==> config.mk <==
export PLATFORM = sky130hd
export DESIGN_NAME = rw_turn_arbiter
export DESIGN_NICKNAME = d
export VERILOG_FILES = /design/src/rtl/rwt_pkg.sv /design/src/rtl/rwt_burst_counter.sv /design/src/rtl/rwt_switch_policy.sv /design/src/rtl/rwt_turn_stall.sv /design/src/rtl/rw_turn_arbiter.sv
export SDC_FILE = /design/constraint.sdc
export NUM_CORES = 1
export LEC_CHECK = 0
export ABC_AREA = 1
export BUFFER_PORTS_ARGS = -buffer_cell sky130_fd_sc_hd__buf_2
export CORE_MARGIN = 3
export CORE_UTILIZATION = 52
export DETAILED_ROUTE_END_ITERATION = 10
export PLACE_DENSITY = 0.78
export SLEW_MARGIN = 5
export SYNTH_ARGS = -nofsm -noshare
export SYNTH_HDL_FRONTEND = slang
export SYNTH_SLANG_ARGS = --single-unit
==> constraint.sdc <==
create_clock -name clk -period 2.05 [get_ports clk]
set_input_delay 0.1025 -clock clk [delete_from_list [all_inputs] [get_ports clk]]
set_output_delay 0.1025 -clock clk [all_outputs]
set_load 0.05 [all_outputs]
==> src/rtl/rwt_pkg.sv <==
package rwt_pkg;
  typedef enum logic { MODE_READ = 1'b0, MODE_WRITE = 1'b1 } rw_mode_e;

  function automatic int unsigned pct_of(input int unsigned depth, input int unsigned pct);
    return (depth * pct) / 100;
  endfunction
endpackage

==> src/rtl/rwt_burst_counter.sv <==
module rwt_burst_counter #(
  parameter int unsigned MAXV = 16,
  parameter int unsigned W    = $clog2(MAXV + 1)
) (
  input  logic         clk,
  input  logic         rst_n,
  input  logic         inc,
  input  logic         take,
  output logic [W-1:0] cnt_next,
  output logic         smp_valid,
  output logic [W-1:0] smp_count
);
  localparam logic [W-1:0] MAXV_W = W'(MAXV);

  logic [W-1:0] cnt_q;

  // saturating increment: the sample range stays within the buffer depth
  always_comb begin
    cnt_next = cnt_q;
    if (inc && (cnt_q < MAXV_W)) cnt_next = cnt_q + 1'b1;
  end

  always_ff @(posedge clk or negedge rst_n) begin
    if (!rst_n) begin
      cnt_q     <= '0;
      smp_valid <= 1'b0;
      smp_count <= '0;
    end else if (take) begin
      smp_count <= cnt_next;
      smp_valid <= 1'b1;
      cnt_q     <= '0;
    end else begin
      cnt_q     <= cnt_next;
      smp_valid <= 1'b0;
    end
  end
endmodule

==> src/rtl/rwt_switch_policy.sv <==
module rwt_switch_policy
  import rwt_pkg::*;
#(
  parameter int unsigned WR_BUF = 32,
  parameter int unsigned HI_PCT = 75,
  parameter int unsigned LO_PCT = 50,
  parameter int unsigned MIN_WR = 4,
  parameter int unsigned RDW    = 5,
  parameter int unsigned WRW    = 6
) (
  input  logic           in_write,
  input  logic [RDW-1:0] rd_q_occ,
  input  logic [WRW-1:0] wr_q_occ,
  input  logic           drain_req,
  input  logic           wr_burst,
  input  logic [WRW-1:0] wr_cnt_next,
  output logic           enter_write,
  output logic           leave_write
);
  localparam int unsigned HI_THR = pct_of(WR_BUF, HI_PCT);
  localparam int unsigned LO_THR = pct_of(WR_BUF, LO_PCT);

  logic [31:0] occ32;
  logic [31:0] cnt32;
  logic        hi_hit, drain_hit;
  logic        q_empty, below_hyst, reads_wait;

  assign occ32 = 32'(wr_q_occ);
  assign cnt32 = 32'(wr_cnt_next);

  // read -> write causes
  assign hi_hit    = occ32 >= 32'(HI_THR);
  assign drain_hit = drain_req && (wr_q_occ != '0);

  // write -> read causes, examined after each write burst
  assign q_empty    = (wr_q_occ == '0);
  assign below_hyst = ((occ32 + 32'(MIN_WR)) < 32'(LO_THR)) && !drain_req;
  assign reads_wait = (rd_q_occ != '0) && (cnt32 >= 32'(MIN_WR));

  assign enter_write = !in_write && (hi_hit || drain_hit);
  assign leave_write = in_write && wr_burst && (q_empty || below_hyst || reads_wait);
endmodule

==> src/rtl/rwt_turn_stall.sv <==
module rwt_turn_stall #(
  parameter int unsigned TWTR = 3,
  parameter int unsigned W    = $clog2(TWTR + 1)
) (
  input  logic clk,
  input  logic rst_n,
  input  logic load,
  output logic busy
);
  localparam logic [W-1:0] TWTR_W = W'(TWTR);

  logic [W-1:0] left_q;

  always_ff @(posedge clk or negedge rst_n) begin
    if (!rst_n)               left_q <= '0;
    else if (load)            left_q <= TWTR_W;
    else if (left_q != '0)    left_q <= left_q - 1'b1;
  end

  assign busy = (left_q != '0);
endmodule

==> src/rtl/rw_turn_arbiter.sv <==
module rw_turn_arbiter
  import rwt_pkg::*;
#(
  parameter  int unsigned RD_BUF = 16,
  parameter  int unsigned WR_BUF = 32,
  parameter  int unsigned HI_PCT = 75,
  parameter  int unsigned LO_PCT = 50,
  parameter  int unsigned MIN_WR = 4,
  parameter  int unsigned TWTR   = 3,
  localparam int unsigned RDW    = $clog2(RD_BUF + 1),
  localparam int unsigned WRW    = $clog2(WR_BUF + 1)
) (
  input  logic           clk,
  input  logic           rst_n,
  input  logic [RDW-1:0] rd_q_occ,
  input  logic [WRW-1:0] wr_q_occ,
  input  logic           drain_req,
  input  logic           rd_burst,
  input  logic           wr_burst,
  output logic           write_mode,
  output logic           rd_grant,
  output logic           bus_stall,
  output logic           rd_smp_valid,
  output logic [RDW-1:0] rd_smp_count,
  output logic           wr_smp_valid,
  output logic [WRW-1:0] wr_smp_count
);
  generate
    if (TWTR < 1) begin : g_bad_twtr
      $error("TWTR must be at least one cycle");
    end
    if (pct_of(WR_BUF, HI_PCT) <= pct_of(WR_BUF, LO_PCT)) begin : g_bad_thr
      $error("high watermark must exceed low watermark");
    end
  endgenerate

  rw_mode_e       mode_q;
  logic           enter_write, leave_write;
  logic [RDW-1:0] rd_cnt_next;
  logic [WRW-1:0] wr_cnt_next;

  rwt_switch_policy #(
    .WR_BUF(WR_BUF), .HI_PCT(HI_PCT), .LO_PCT(LO_PCT),
    .MIN_WR(MIN_WR), .RDW(RDW), .WRW(WRW)
  ) policy_i (
    .in_write   (mode_q == MODE_WRITE),
    .rd_q_occ   (rd_q_occ),
    .wr_q_occ   (wr_q_occ),
    .drain_req  (drain_req),
    .wr_burst   (wr_burst),
    .wr_cnt_next(wr_cnt_next),
    .enter_write(enter_write),
    .leave_write(leave_write)
  );

  rwt_burst_counter #(.MAXV(RD_BUF), .W(RDW)) rd_cnt_i (
    .clk(clk), .rst_n(rst_n), .inc(rd_burst), .take(enter_write),
    .cnt_next(rd_cnt_next), .smp_valid(rd_smp_valid), .smp_count(rd_smp_count)
  );

  rwt_burst_counter #(.MAXV(WR_BUF), .W(WRW)) wr_cnt_i (
    .clk(clk), .rst_n(rst_n), .inc(wr_burst), .take(leave_write),
    .cnt_next(wr_cnt_next), .smp_valid(wr_smp_valid), .smp_count(wr_smp_count)
  );

  rwt_turn_stall #(.TWTR(TWTR)) stall_i (
    .clk(clk), .rst_n(rst_n), .load(leave_write), .busy(bus_stall)
  );

  always_ff @(posedge clk or negedge rst_n) begin
    if (!rst_n)           mode_q <= MODE_READ;
    else if (enter_write) mode_q <= MODE_WRITE;
    else if (leave_write) mode_q <= MODE_READ;
  end

  assign write_mode = (mode_q == MODE_WRITE);
  assign rd_grant   = !write_mode && !bus_stall;

  logic unused_rd_next;
  assign unused_rd_next = ^rd_cnt_next;
endmodule

---- After elaboration in Yosys (flattened, before gate mapping) ----
Index checks and enable logic that the tools add are counted.
W data, S select, Z words.
word-level totals
  register bits ........................... 27
cells by class
  add/subtract/negate cells ............... 4
  magnitude comparators ................... 5
  multiplexer cells ....................... 10
  reduce and logical (&&, ||, !) cells .... 21
operator list
  kind                   count
  $lt A32 B5 Y1 const B  1
  $mux W6                2
  $mux W5                2
  $logic_and A1 B1 Y1    9
  $add A6 B3 Y7 const B  1
  $add A6 B1 Y6 const B  1
  $ge A6 B3 Y1 const B   1
  $ge A6 B5 Y1 const B   1
  $logic_not A6 Y1       1
  $lt A6 B6 Y1 const B   1
  $reduce_bool A2 Y1     3
  $reduce_bool A6 Y1     1
  $add A5 B1 Y5 const B  1
  $lt A5 B5 Y1 const B   1
  $reduce_bool A5 Y1     1
  $mux W1                4
  $mux W2                2
  $logic_not A1 Y1       3
  $logic_or A1 B1 Y1     3
  $sub A2 B1 Y2 const B  1

---- Depth between registers and ports, before layout ----
  depth after elaboration ................. 9
  depth in mapped cells ................... 12

---- Modules after synthesis ----
A second synthesis with hierarchy kept.
unflattened totals
  cells, all modules ...................... 167
  area, all modules ....................... 1350.0 µm²
by module, submodules not included
  module                        instances  cells an instance  area an instance (µm²)  sequential area each (µm²)
  rwt_burst_counter (wr_cnt_i)  1          70                 589.3                   325.3
  rwt_burst_counter (rd_cnt_i)  1          56                 500.5                   275.3
  rwt_turn_stall                1          14                 121.4                   50.0
  rwt_switch_policy             1          21                 95.1                    0.0
  rw_turn_arbiter               1          6                  43.8                    25.0

---- Worst setup path after synthesis ----
Ideal clock, no wire load.
  kind .................................... register to output
  start point ............................. register stall_i.left_q[0]
  end point ............................... output port rd_grant
  arrival time ............................ 1536 ps
  required time ........................... 1947 ps
  path slack .............................. 412 ps
  cell stages (with the launch flop) ...... 5
  path buffers ............................ 0
  cell sequence ........................... dfrtp_1 inv_1 ha_1 inv_1 nor2_1
between the ends
  cells in the longest elaborated chain, start to end .. 3
RTL lines
  element                 RTL line               text
  from (decl)             rwt_turn_stall.sv:12   logic [W-1:0] left_q;
  from (signal assigned)  rwt_turn_stall.sv:17   else if (left_q != '0) left_q <= left_q - 1'b1;
  $reduce_bool A2 Y1      rwt_turn_stall.sv:20   assign busy = (left_q != '0);
  net bus_stall           rw_turn_arbiter.sv:22  output logic bus_stall,
  $logic_not A1 Y1        rw_turn_arbiter.sv:77  assign rd_grant = !write_mode && !bus_stall;
  $logic_and A1 B1 Y1     rw_turn_arbiter.sv:77
  to (decl)               rw_turn_arbiter.sv:21  output logic rd_grant,
The timed path passes the listed nets, and every way through them passes these cells.

---- Worst setup path in the final report ----
  start point ............................. register wr_cnt_i.cnt_q[0]
  end point ............................... register wr_cnt_i.cnt_q[1]
between the ends
  cells in the longest elaborated chain, start to end .. 8
  elaborated cells between the ends (all ways) .. 9
  those cells by class .................... 1 x add/sub; 2 x order compare; 2 x mux; 4 x reduce/logical
RTL lines
  element                  RTL line                 text
  from (decl)              rwt_burst_counter.sv:15  logic [W-1:0] cnt_q;
  from (signal assigned)   rwt_burst_counter.sv:33  cnt_q <= cnt_next;
  $lt A6 B6 Y1             rwt_burst_counter.sv:20  if (inc && (cnt_q < MAXV_W)) cnt_next = cnt_q + 1'b1;
  $logic_and A1 B1 Y1      rwt_burst_counter.sv:20
  $mux W6 (*)              rwt_burst_counter.sv:20
  $ge A6 B3 Y1 (*)         rwt_switch_policy.sv:38  assign reads_wait = (rd_q_occ != '0) && (cnt32 >= 32'(MIN_WR));
  $logic_and A1 B1 Y1 (*)  rwt_switch_policy.sv:38
  $logic_or A1 B1 Y1 (*)   rwt_switch_policy.sv:41  assign leave_write = in_write && wr_burst && (q_empty || below_hyst || reads_wait);
  $logic_and A1 B1 Y1 (*)  rwt_switch_policy.sv:41
  net leave_write          rw_turn_arbiter.sv:38    logic enter_write, leave_write;
  $mux W6 (*)              rwt_burst_counter.sv:28  end else if (take) begin
The timed path passes the listed nets; every way through them passes the cells marked *.
A chain may end at the register's enable or synchronous reset.

==> impl_results.md <==
- NumNets Final: 204
- MaxCap Viol Count: 0
- Fmax: 0.6198 GHz
- Initial antenna violation count: 0
- Worst Setup End Kind: flip-flop
- Largest area contributor in the netlist: dfrtp_1
- Root Driver: clkbuf_4
- Critical path's slowest cell: dfrtp_1
- GRT Residual Overflow: 0
- Final wirelength: 2538 um
- HP Class: input pin to flip-flop
- Crit path DAT: 1840 ps
- Yosys warning total: 0
- Routed WL per cell: 11.97 um
- FF-to-FF End: wr_cnt_i.cnt_q[1]
- Diodes inserted: 0
- Hold_buf cts: 1
- Worst Hold Path EP: rd_cnt_i.cnt_q[4]
- Total number of vias: 1038
- Hold Crit Depth: 3
- ANT nets after route: 0
- Setup TNS: 0 ps
- Hold slack: 140.0 ps
- Iteration count of the initial detailed-routing pass: 4
- Post-DP HPWL: 2037 um
- Crit path cell chain: ha_1, nand3_2, nand2_1, nand2_1, a21oi_1, nand2_1, nand2_2, nand2_4, nand2_8, inv_8, nor2_4
- Max clock buf depth: 2
- Total CTS buffers: 3
- R2r setup slk: 440 ps
- Clock Sink Count: 27
- Routability cong.: 0.9119
- Commonest non-fill, non-tap cell in the layout: nand2_1
- Mapped Area: 0.001330 mm^2
- Synthesized area per cell: 8.926 um^2
- Starting Density: 0.5737
- Post_cts resized: 0
- IO buf count: 31
- Total track usage: 0.1845
- Top cell by count, worst path: nand2_1
- Asr flop ratio synth: 1.000
- Crit path max-delay family: simple AND/OR/NAND/NOR gates
- #FFs+latches synth: 27
- Core Area: 0.002318 mm^2
- Post-Synth Simple-Gate Area: 0.3076
- Fin crit share: 0.7870
- Most frequent cells in the layout: nand2_1, buf_2, dfrtp_1
- H-Tree Depth: 1
- Power Density: 1469 mW/mm^2
- XOR/XNOR Fraction of Synth Area: 0.02634
- Critical Path Stages: 11
- Worst slew pin tran: 580.6 ps
- Drt via density: 4.896
- R2R Path Start: wr_cnt_i.cnt_q[0]
- Worst Reg-to-Reg Cells: 11
- Initial drt markers: 38
- Post-synthesis sequential area ratio: 0.5080
- Crit-path max cell delay: 440 ps
- Status: finished clean
- Adder-cell area share of the yosys netlist: 0.02822
- Die Y-Extent: 56.58 um
- VDD IR-drop max: 911.4 uV
- Die ar.: 0.003201 mm^2
- Main area contributors after synthesis: dfrtp_1, nand2_1, inv_1
- Post-synthesis mux area share: 0.007526
- Die width: 56.58 um
- CP max FO: 10
- Met2 Usage GRT: 0.2888
- Final Hold Fails: 0
- Largest net degree at the start of global routing: 28
- Setup Skew: 1.251 ps
- Hold Crit Start: rd_burst
- Rows: 17
- FILL cells: 196
- Fin crit period: 1613 ps
- Fraction of layout cells with a size suffix above 1: 0.2663
- Main combinational cell family by area after synthesis: simple AND/OR/NAND/NOR gates
- Endpoints failing setup: 0
- Critical Path Source Type: flip-flop
- Crit path required time: 2280 ps
- CP Buf/Inv Count: 1
- # IOs: 32
- Unrepaired setup endpoints after global routing: false
- EDFF count, synth: 0
- Cells after Synth: 149
- Syn_nets: 168
- Worst-path clk slew: 150 ps
- WS Path Type: flip-flop to flip-flop
- Most crowded layer after global routing: met2
- Area grow syn2layout: 16.93%
- Global-route wire length before repair: 4595 um
- Max Slew Vio Count: 0
- Register area: 675.6 um^2
- CTS tree: done
- Area of the multi-input gates: 566.8 um^2
- Setup Fix Bufs, Post-CTS: 0
- Leakage Power: 0.0008508 uW
- Slew margin rel.: 0.6129
- Met3 Usage GRT: 0.02299
- Vias in the first global route: 1072
- Share of the synthesized area in the top cell type: 0.5080
- Dominant synthesized flop cell: dfrtp_1
- DRC violation count after routing: 0
- Latest clock arrival within the worst-skew pair: 330 ps
- M1 GR Usage: 0.2474
- Distinct cells, synth: 28
- Post-synthesis compound-gate area fraction: 0.05644
## cell usage after synthesis (2+ instances only)
master / count
nand2_1: 44
dfrtp_1: 27
a21oi_1: 2
inv_1: 19
nor2_4: 6
ha_1: 3
nor3_1: 2
xnor2_1: 2
o21ai_0: 7
nor2_1: 11
nand3_2: 2
nand3_1: 7
xor2_1: 2
## worst max-delay path by stage
stage                                   end               from
after global routing      wr_cnt_i.cnt_q[5]  wr_cnt_i.cnt_q[0]
after global placement    wr_cnt_i.cnt_q[1]  wr_cnt_i.cnt_q[5]
after detailed placement  wr_cnt_i.cnt_q[1]  wr_cnt_i.cnt_q[0]
after floorplan                    rd_grant  stall_i.left_q[0]
final                     wr_cnt_i.cnt_q[1]  wr_cnt_i.cnt_q[0]
after CTS                 wr_cnt_i.cnt_q[1]  wr_cnt_i.cnt_q[0]
## kinds of logic (layout without fill, tap and decap cells)
family                   Yosys count  in the layout
AO/OA/AOI/OAI                     13             13
XOR/XNOR                           4              4
adder cells (fa/ha/maj)            3              3
buffers and inverters             21             56
flip-flops                        27             27
multiplexers                       1              1
AND/OR/NAND/NOR                   80             80
## through the flow
| stage | area, um^2 | std cells | total power [uW] | utilization | setup WS, ps |
|---|---|---|---|---|---|
| after floorplan | 1330 | 149 | 1796 | - | 411.7 |
| after global placement | 1515 | 207 | 2019 | 0.6535 | 520.1 |
| after detailed placement | 1515 | 207 | 2065 | 0.6535 | 441.3 |
| after CTS | 1555 | 212 | 2310 | 0.6708 | 424.9 |
| after global routing | 1555 | 212 | 2463 | 0.6708 | 240.3 |
| final | 1555 | 212 | 2284 | 0.6708 | 436.7 |
## power by group
group / total (uW) / switching, uW / leakage, uW / internal [uW]
clock: 238 / 163 / 0.0000139 / 74.7
combinational: 1220 / 881 / 0.000487 / 338
sequential: 827 / 117 / 0.000350 / 710
total: 2280 / 1160 / 0.000851 / 1120
## state kept, by name, indices dropped and copies added, names as in the netlist
register and cells:
wr_cnt_i.smp_count 6, write_mode 1, rd_cnt_i.smp_valid 1, wr_cnt_i.cnt_q 6
stall_i.left_q 2, rd_cnt_i.smp_count 5, wr_cnt_i.smp_valid 1, rd_cnt_i.cnt_q 5
## tightest hold or removal path: cells and delay by family
kind                   cells  cell delay [ps]
AO/OA/AOI/OAI              1              140
buffers and inverters      1              100
AND/OR/NAND/NOR            1              100
## cell type report
type	instances	area share
clock buffers	3	0.01448
clock inverters	1	0.004827
inverters	20	0.05310
multi-input cells	101	0.3644
flip-flops and latches	27	0.4344
well taps	28	0.02253
repair buffers	32	0.1062
## routing by layer
| layer | up-vias | share of wire |
|---|---|---|
| met3 | 4 | 0.059 |
| met5 | - | 0 |
| met1 | 463 | 0.46 |
| met2 | 35 | 0.47 |
| met4 | 0 | 0.015 |
| li1 | 536 | - |
(Power assumes the default switching activity.)
